`src/rtl/xbar_pkg.sv`:
```
`timescale 1ns/1ps
package xbar_pkg;

    localparam int ADDR_W = 32;
    localparam int DATA_W = 32;
    localparam int N_TGT  = 4;
    localparam int N_INI  = 2;

    // Which targets the DMA port may reach (bit per target index)
    localparam logic [N_TGT-1:0] DMA_ALLOWED = 4'b0111;

    typedef enum logic [2:0] {
        TGT_FLASH = 3'd0,
        TGT_SRAM  = 3'd1,
        TGT_PSHR  = 3'd2,
        TGT_PCPU  = 3'd3,
        TGT_NONE  = 3'd4
    } tgt_e;

    typedef struct packed {
        logic              valid;
        logic [ADDR_W-1:0] addr;
        logic [DATA_W-1:0] wdata;
        logic              we;
    } req_t;

    typedef struct packed {
        logic              ready;
        logic [DATA_W-1:0] rdata;
        logic              err;
    } rsp_t;

    function automatic tgt_e decode_addr(input logic [ADDR_W-1:0] a);
        tgt_e r;
        if (a[ADDR_W-1 -: 4] == 4'h0)
            r = TGT_FLASH;
        else if (a[ADDR_W-1 -: 4] == 4'h2)
            r = TGT_SRAM;
        else if (a[ADDR_W-1 -: 5] == 5'b01000)
            r = TGT_PSHR;
        else if (a[ADDR_W-1 -: 5] == 5'b01001)
            r = TGT_PCPU;
        else
            r = TGT_NONE;
        return r;
    endfunction

endpackage

```
`src/rtl/xbar_decoder.sv`:
```
`timescale 1ns/1ps
module xbar_decoder
    import xbar_pkg::*;
#(
    parameter bit IS_DMA = 1'b0
) (
    input  req_t             req,
    output logic [N_TGT-1:0] sel,
    output logic             dec_err
);

    tgt_e tgt;

    always_comb begin
        tgt     = decode_addr(req.addr);
        sel     = '0;
        dec_err = 1'b0;
        if (req.valid) begin
            if (tgt == TGT_NONE) begin
                dec_err = 1'b1;
            end else if (IS_DMA && !DMA_ALLOWED[tgt[1:0]]) begin
                dec_err = 1'b1;
            end else begin
                sel[tgt[1:0]] = 1'b1;
            end
        end
    end

endmodule

```
`src/rtl/xbar_tgt_arb.sv`:
```
`timescale 1ns/1ps
module xbar_tgt_arb
    import xbar_pkg::*;
(
    input  logic             clk,
    input  logic             rst,
    input  logic [N_INI-1:0] req,
    input  logic             tgt_ready,
    output logic [N_INI-1:0] gnt
);

    logic lock_q;
    logic owner_q;   // 0: processor, 1: DMA
    logic ptr_q;     // favoured port on contention

    always_comb begin
        if (lock_q)
            gnt = owner_q ? 2'b10 : 2'b01;
        else if (req == 2'b11)
            gnt = ptr_q ? 2'b10 : 2'b01;
        else
            gnt = req;
    end

    always_ff @(posedge clk) begin
        if (rst) begin
            lock_q  <= 1'b0;
            owner_q <= 1'b0;
            ptr_q   <= 1'b0;
        end else if (|gnt) begin
            if (tgt_ready) begin
                lock_q <= 1'b0;
                ptr_q  <= ~gnt[1];
            end else begin
                lock_q  <= 1'b1;
                owner_q <= gnt[1];
            end
        end
    end

endmodule

```
`src/rtl/xbar_rsp_mux.sv`:
```
`timescale 1ns/1ps
module xbar_rsp_mux
    import xbar_pkg::*;
(
    input  logic [N_TGT-1:0]             gnt_col,
    input  logic [N_TGT-1:0]             tgt_ready,
    input  logic [N_TGT-1:0][DATA_W-1:0] tgt_rdata,
    input  logic [N_TGT-1:0]             tgt_err,
    input  logic                         dec_err,
    output rsp_t                         rsp
);

    always_comb begin
        rsp = '0;
        if (dec_err) begin
            rsp.ready = 1'b1;
            rsp.err   = 1'b1;
        end
        for (int t = 0; t < N_TGT; t++) begin
            if (gnt_col[t]) begin
                rsp.ready = tgt_ready[t];
                rsp.rdata = tgt_rdata[t];
                rsp.err   = tgt_err[t];
            end
        end
    end

endmodule

```
`src/rtl/dual_init_xbar.sv`:
```
`timescale 1ns/1ps
module dual_init_xbar
    import xbar_pkg::*;
(
    input  logic                         clk,
    input  logic                         rst,
    input  logic                         cpu_valid,
    input  logic [ADDR_W-1:0]            cpu_addr,
    input  logic [DATA_W-1:0]            cpu_wdata,
    input  logic                         cpu_we,
    output logic                         cpu_ready,
    output logic [DATA_W-1:0]            cpu_rdata,
    output logic                         cpu_err,
    input  logic                         dma_valid,
    input  logic [ADDR_W-1:0]            dma_addr,
    input  logic [DATA_W-1:0]            dma_wdata,
    input  logic                         dma_we,
    output logic                         dma_ready,
    output logic [DATA_W-1:0]            dma_rdata,
    output logic                         dma_err,
    output logic [N_TGT-1:0]             tgt_valid,
    output logic [N_TGT-1:0][ADDR_W-1:0] tgt_addr,
    output logic [N_TGT-1:0][DATA_W-1:0] tgt_wdata,
    output logic [N_TGT-1:0]             tgt_we,
    input  logic [N_TGT-1:0]             tgt_ready,
    input  logic [N_TGT-1:0][DATA_W-1:0] tgt_rdata,
    input  logic [N_TGT-1:0]             tgt_err
);

    req_t             cpu_req, dma_req;
    rsp_t             cpu_rsp, dma_rsp;
    logic [N_TGT-1:0] cpu_sel, dma_sel;
    logic             cpu_dec_err, dma_dec_err;
    logic [N_TGT-1:0] gnt_cpu, gnt_dma;

    assign cpu_req = '{valid: cpu_valid, addr: cpu_addr, wdata: cpu_wdata, we: cpu_we};
    assign dma_req = '{valid: dma_valid, addr: dma_addr, wdata: dma_wdata, we: dma_we};

    xbar_decoder #(.IS_DMA(1'b0)) u_dec_cpu (
        .req(cpu_req), .sel(cpu_sel), .dec_err(cpu_dec_err)
    );
    xbar_decoder #(.IS_DMA(1'b1)) u_dec_dma (
        .req(dma_req), .sel(dma_sel), .dec_err(dma_dec_err)
    );

    for (genvar t = 0; t < N_TGT; t++) begin : g_tgt
        logic [N_INI-1:0] req_v;
        logic [N_INI-1:0] gnt_v;

        assign req_v = {dma_sel[t] & DMA_ALLOWED[t], cpu_sel[t]};

        xbar_tgt_arb u_arb (
            .clk(clk), .rst(rst), .req(req_v),
            .tgt_ready(tgt_ready[t]), .gnt(gnt_v)
        );

        assign gnt_cpu[t]   = gnt_v[0];
        assign gnt_dma[t]   = gnt_v[1];
        assign tgt_valid[t] = |gnt_v;
        assign tgt_addr[t]  = gnt_v[1] ? dma_req.addr  : cpu_req.addr;
        assign tgt_wdata[t] = gnt_v[1] ? dma_req.wdata : cpu_req.wdata;
        assign tgt_we[t]    = gnt_v[1] ? dma_req.we    : cpu_req.we;
    end

    xbar_rsp_mux u_rsp_cpu (
        .gnt_col(gnt_cpu), .tgt_ready(tgt_ready), .tgt_rdata(tgt_rdata),
        .tgt_err(tgt_err), .dec_err(cpu_dec_err), .rsp(cpu_rsp)
    );
    xbar_rsp_mux u_rsp_dma (
        .gnt_col(gnt_dma), .tgt_ready(tgt_ready), .tgt_rdata(tgt_rdata),
        .tgt_err(tgt_err), .dec_err(dma_dec_err), .rsp(dma_rsp)
    );

    assign cpu_ready = cpu_rsp.ready;
    assign cpu_rdata = cpu_rsp.rdata;
    assign cpu_err   = cpu_rsp.err;
    assign dma_ready = dma_rsp.ready;
    assign dma_rdata = dma_rsp.rdata;
    assign dma_err   = dma_rsp.err;

endmodule

```
`config.mk`:
```
export PLATFORM = sky130hd
export DESIGN_NAME = dual_init_xbar
export DESIGN_NICKNAME = d
export VERILOG_FILES = /design/src/rtl/xbar_pkg.sv /design/src/rtl/xbar_decoder.sv /design/src/rtl/xbar_tgt_arb.sv /design/src/rtl/xbar_rsp_mux.sv /design/src/rtl/dual_init_xbar.sv
export SDC_FILE = /design/constraint.sdc
export NUM_CORES = 1
export LEC_CHECK = 0
export CAP_MARGIN = 20
export CORE_AREA = 2 2 232 234
export DETAILED_ROUTE_END_ITERATION = 10
export DIE_AREA = 0 0 234 236
export SKIP_LAST_GASP = 1
export SLEW_MARGIN = 25
export SYNTH_ARGS = -nofsm -noshare
export SYNTH_HDL_FRONTEND = slang
export SYNTH_SLANG_ARGS = --single-unit
```
`constraint.sdc`:
```
create_clock -name clk -period 3.75 [get_ports clk]
set_input_delay 0.75 -clock clk [delete_from_list [all_inputs] [get_ports clk]]
set_output_delay 0.75 -clock clk [all_outputs]
set_load 0.02 [all_outputs]
```
[Yosys cells after proc, flatten, opt, wreduce, memory -nomap -nowiden]
Index checks and enable logic that the tools add are counted.
W data, S select, Z words.
Storage, ports and cells
  register bits after elaboration: 11
  input bits: 270
  output and inout bits: 332
  word-level logic and storage cells: 112
Operators by class
  magnitude comparators: 4
  equal/unequal tests: 11
  mux-type cells: 64
  bitwise gates (word level): 7
  reductions and logical operators: 15
Operator list (count)
  $mux W34: 8
  $mux W32: 8
  $mux W3: 11
  $mux W2: 14
  $eq A5 B4 Y1 const B: 4
  $mux W1: 18
  $reduce_and A2 Y1: 7
  $eq A4 B2 Y1 const B: 2
  $logic_not A4 Y1: 2
  $mux W4: 2
  $reduce_or A2 Y1: 4
  $not A1 Y1: 7
  $eq A2 B2 Y1 const B: 3
  $eq A3 B3 Y1 const B: 2
  $lt A2 B3 Y1 const B: 2
  $demux W1 S2: 2
  $ge A2 B1 Y1 const B: 2
  $bmux W1 S2: 1
  $logic_and A1 B1 Y1: 2

[Logic depth before layout (Yosys ltp)]
  depth after elaboration: 19
  mapped depth: 9
  depth with buffers taken out: 5

[By module]
From an unflattened synthesis, not the netlist that was laid out.
Second synthesis, totals
  cells, all modules: 722
  area total of the unflattened synthesis: 6981.7 µm²
By module, submodules not included
  dual_init_xbar: instances 1, cells each 293, area each 3221.8 µm², seq. area each 0.0 µm²
  xbar_rsp_mux: instances 2, cells each 169, area each 1478.9 µm², seq. area each 0.0 µm²
  xbar_tgt_arb: instances 4, cells each 18, area each 163.9 µm², seq. area each 60.1 µm²
  xbar_decoder (u_dec_dma): instances 1, cells each 10, area each 81.3 µm², seq. area each 0.0 µm²
  xbar_decoder (u_dec_cpu): instances 1, cells each 9, area each 65.1 µm², seq. area each 0.0 µm²

[Least setup slack after synthesis]
OpenSTA, ideal clock, no wires.
  path kind: input to output
  start point: input port cpu_addr[29]
  end point: output port dma_err
  data arrival time: 2.912 ns
  setup slack: 0.088 ns
  stages: 6
  buffers on the path: 2
  cells stage by stage: buf_2 or4b_4 nor4b_4 o31ai_2 buf_2 o41ai_1
On the way
  longest elaborated chain between the ends: 18
RTL lines
  start: declaration: RTL line dual_init_xbar.sv:8  | input logic [ADDR_W-1:0] cpu_addr,
  $eq A5 B4 Y1: RTL line xbar_pkg.sv:41  | else if (a[ADDR_W-1 -: 5] == 5'b01001)
  $mux W3: RTL line xbar_pkg.sv:41
  $mux W3: RTL line xbar_pkg.sv:39  | else if (a[ADDR_W-1 -: 5] == 5'b01000)
  $mux W3: RTL line xbar_pkg.sv:37  | else if (a[ADDR_W-1 -: 4] == 4'h2)
  $mux W3 (*): RTL line xbar_pkg.sv:35  | if (a[ADDR_W-1 -: 4] == 4'h0)
  $lt A2 B3 Y1 (implied by the code) or $ge A2 B1 Y1 (tied branches): RTL line xbar_decoder.sv:24  | sel[tgt[1:0]] = 1'b1;
  $logic_and A1 B1 Y1 (implied by the code): RTL line xbar_decoder.sv:24
  $mux W1 (implied by the code): RTL line xbar_decoder.sv:24
  $demux W1 S2
  $mux W4 (*): RTL line xbar_decoder.sv:19  | if (tgt == TGT_NONE) begin
  $mux W4 (*): RTL line xbar_decoder.sv:18  | if (req.valid) begin
  $eq A2 B2 Y1: RTL line xbar_tgt_arb.sv:19  | else if (req == 2'b11)
  $mux W2: RTL line xbar_tgt_arb.sv:19
  $mux W2: RTL line xbar_tgt_arb.sv:17  | if (lock_q)
  $mux W34 (2 in a row): RTL line xbar_rsp_mux.sv:20  | if (gnt_col[t]) begin
  $mux W34 (*) (2 in a row): RTL line xbar_rsp_mux.sv:20
  end: declaration: RTL line dual_init_xbar.sv:20  | output logic dma_err,
Every way passes the cells marked *; elsewhere a longest branch is shown, timed or not.

[Worst setup path in the final report]
  start point: input port dma_addr[31]
  end point: output port cpu_rdata[25]
On the way
  longest elaborated chain between the ends: 19
RTL lines
  start: declaration: RTL line dual_init_xbar.sv:15  | input logic [ADDR_W-1:0] dma_addr,
  $eq A5 B4 Y1: RTL line xbar_pkg.sv:41
  $mux W3: RTL line xbar_pkg.sv:41
  $mux W3: RTL line xbar_pkg.sv:39
  $mux W3: RTL line xbar_pkg.sv:37
  $mux W3 (*): RTL line xbar_pkg.sv:35
  $lt A2 B3 Y1 (implied by the code) or $ge A2 B1 Y1 (tied branches): RTL line xbar_decoder.sv:24
  $logic_and A1 B1 Y1 (implied by the code): RTL line xbar_decoder.sv:24
  $mux W1 (implied by the code): RTL line xbar_decoder.sv:24
  $demux W1 S2
  $mux W3: RTL line xbar_decoder.sv:21  | end else if (IS_DMA && !DMA_ALLOWED[tgt[1:0]]) begin
  $mux W3 (*): RTL line xbar_decoder.sv:19
  $mux W3 (*): RTL line xbar_decoder.sv:18
  $eq A2 B2 Y1: RTL line xbar_tgt_arb.sv:19
  $mux W2: RTL line xbar_tgt_arb.sv:19
  $mux W2: RTL line xbar_tgt_arb.sv:17
  $mux W34 (2 in a row): RTL line xbar_rsp_mux.sv:20
  $mux W34 (*) (2 in a row): RTL line xbar_rsp_mux.sv:20
  end: declaration: RTL line dual_init_xbar.sv:12  | output logic [DATA_W-1:0] cpu_rdata,
Every way passes the cells marked *; elsewhere a longest branch is shown, timed or not. The select of a mux whose other input is x is not followed.

==> results.sh <==
export IMPL_cts_made_buffers=3
export IMPL_cts_root_buf="clkbuf_16"
export IMPL_postLayoutSetupSlackWorst_ps=-84.3
export IMPL_irDropWorstVdd_v=0.000122
export IMPL_grt_pass1_wl_um=68300
export IMPL_synthTopCellsByArea="nand2_1, mux2_2, a221oi_2, o21ai_0, a221oi_1"
export IMPL_clock_skew_ps=0.520
export IMPL_rr_startpoint="g_tgt[1].u_arb.lock_q"
export IMPL_hold_end="g_tgt[2].u_arb.owner_q"
export IMPL_cp_start_kind="primary input"
export IMPL_path_max_fanout=7
export IMPL_rrSetupSlack_ps=1750
export IMPL_cts_htree_levels=1
export IMPL_first_iter_violations=688
export IMPL_mappedNetlistArea_um2=5920
export IMPL_avgSynthCellArea_um2=5.34
export IMPL_crit_path_top_delay_cell="or4b_4"
export IMPL_placedCellCount=2429
export IMPL_viasPerCell=4.43
export IMPL_final_cell_mix="nand2_1, clkdlybuf4s50_1, buf_4, buf_2, o21ai_0"
export IMPL_cts_sinks=11
export IMPL_relSlewSlack=0.516
export IMPL_path_class="in2out"
export IMPL_die_x_um=234
export IMPL_synthCells=1109
export IMPL_grt_max_degree=56
export IMPL_num_vias=11000
export IMPL_fillCellCount=5830
export IMPL_initial_core_util=0.112
export IMPL_fin_crit_ps=3830
export IMPL_wl_um=48700
export IMPL_synth_seq_cells=11
export IMPL_r2r_cells=8
export IMPL_required_ps=3000
export IMPL_p_leak_nw=6.47
export IMPL_multi_input_area_um2=5510
export IMPL_synth_yosys_seq_area_share=0.0372
export IMPL_cts_hold_buffers=0
export IMPL_slew_viol_final=0
export IMPL_hold_viol=0
export IMPL_gp_congestion=0.978
export IMPL_clk_pin_slew_ps=50
export IMPL_die_area_um2=55200
export IMPL_max_freq_ghz=0.261
export IMPL_dp_hpwl_um=35900
export IMPL_min_delay_path_class="reg2reg"
export IMPL_core_um2=53100
export IMPL_place_area_um2=13700
export IMPL_synth_distinct_cells=47
export IMPL_yosys_warnings=0
export IMPL_clock_latency_ps=240
export IMPL_rsz0062_at_grt="true"
export IMPL_first_pass_iters=5
export IMPL_cts_buffer_depth=2
export IMPL_final_cells=2492
export IMPL_cp_num_buf_inv=7
export IMPL_path_delay_family="buffers and inverters"
export IMPL_worst_pin_slew_ps=725
export IMPL_p_per_area_nw_per_um2=123
export IMPL_reg2reg_to="g_tgt[1].u_arb.ptr_q"
export IMPL_setup_viol=15
export IMPL_arrival_ps=3080
export IMPL_hold_depth=2
export IMPL_fin_nets=2064
export IMPL_finalCritPeriodShare=1.02
export IMPL_fin_util=0.268
export IMPL_drt_wirelength_per_cell_um=19.6
export IMPL_grt_overflow_total=0
export IMPL_grt_pass1_vias=10700
export IMPL_grt_usage=0.161
export IMPL_cts_tree="yes"
export IMPL_fin_total_pwr_mw=1.75
export IMPL_rows=85
export IMPL_drc=0
export IMPL_final_cell_area_um2=14200
export IMPL_crit_top_cell="buf_6"
export IMPL_slowest_delay_ps=560
export IMPL_syn_num_nets=1379
export IMPL_io_pins=602
export IMPL_synth_top_cell_by_area="nand2_1"
export IMPL_path_cells="buf_6 > or4b_4 > buf_6 > o211a_4 > buf_6 > a211oi_4 > buf_12 > buf_16 > buf_12 > a221oi_2 > o21ai_1 > buf_4"
export IMPL_violations="negative setup slack"
export IMPL_antenna_found_initial=5
export IMPL_drive_gt1_frac=0.287
export IMPL_port_buffers=601
export IMPL_area_delta_synth_final_pct=140
export IMPL_final_common_cell="nand2_1"
export IMPL_postRouteAntennaNets=0
export IMPL_die_height_um=236
export IMPL_hp_start="g_tgt[2].u_arb.owner_q"
export IMPL_status="finished with violations"
export IMPL_end_kind="output pin"
export IMPL_synth_top_area_share=0.418
export IMPL_drv_cap=0
export IMPL_seqCellArea_um2=220
[state kept, by name, indices dropped and copies added (netlist names)]
register             flops
g_tgt.u_arb.lock_q       4
g_tgt.u_arb.ptr_q        3
g_tgt.u_arb.owner_q      4
[synthesized netlist by cell type (all sizes together)]
library cell    n
nand2         660
o21ai         132
mux2           67
a221oi         64
clkbuf         50
buf            45
dfxtp          11
a21oi          10
nor2            8
nand2b          6
a211oi          5
nor3b           5
inv             4
and2            3
nor2b           3
nor4b           3
o221ai          3
a211o           2
a21boi          2
a2bb2oi         2
nor3            2
o211a           2
o211ai          2
o311ai          2
o31ai           2
or2             2
or4b            2
a221o           1
a22oi           1
a31oi           1
a41o            1
mux2i           1
nand3b          1
nand4b          1
nor4bb          1
o31a            1
o41ai           1
[where the power goes]
group	switching (mW)	internal (mW)
combinational	0.738	0.689
clock	0.0593	0.143
sequential	0.00185	0.119
[layer usage]
| metal | share of wire | vias to the layer above | global-route usage |
|---|---|---|---|
| li1 | - | 5133 | - |
| met3 | 0.11 | 88 | 0.0475 |
| met5 | 0.00025 | - | 0 |
| met1 | 0.40 | 5161 | 0.198 |
| met2 | 0.46 | 654 | 0.269 |
| met4 | 0.033 | 2 | 0.0445 |
[what timing repair did]
action / CTS / global route
endpoints found under the setup margin: 263 / 218
gates resized for setup: 748 / 147
setup buffers: 34 / 14
cloned: 8 / 1
pin swaps: 38 / 36
[kinds of logic (layout without fill, tap and decap cells)]
logic type      Yosys count  in the layout  synth area share
other cells               0              3                 0
flops                    11             11            0.0372
compound gates          234            234             0.289
simple gates            697            697             0.464
buf+inv                  99            783            0.0788
mux                      68             68             0.131
[tightest hold or removal path, stage by stage, from the launching register on]
cell and delay [ps]:
dfxtp_1 300, o21ai_0 70, a21oi_1 70
[area by class of cell]
type | instances | area share
Clock buffer | 4 | 0.00555
Inverter | 4 | 0.00106
Timing Repair Buffer | 775 | 0.528
Tap cell | 696 | 0.0613
Sequential cell | 11 | 0.0155
Antenna cell | 3 | 0.000528
Multi-Input combinational cell | 999 | 0.388
[through the flow]
stage	worst slack, ps	hold slack (ps)	TNS (ps)
after floorplan	88.0	454	0
after global placement	-666	468	-131370
after detailed placement	-665	482	-131470
after CTS	-91.5	490	-952
after global routing	-126	500	-1850
final	-84.3	489	-636
[how the worst max path moves through the flow]
stage | from | end | slack, ps | cells after the start
floorplan | cpu_addr[29] | dma_err | 90 | 6
global placement | cpu_addr[29] | dma_rdata[31] | -670 | 8
detailed placement | dma_valid | cpu_rdata[0] | -670 | 8
CTS | dma_addr[31] | cpu_rdata[25] | -90 | 11
global route | dma_addr[31] | cpu_rdata[7] | -130 | 12
finish | dma_addr[31] | cpu_rdata[25] | -80 | 12
Power figures use the tool's default switching activity.
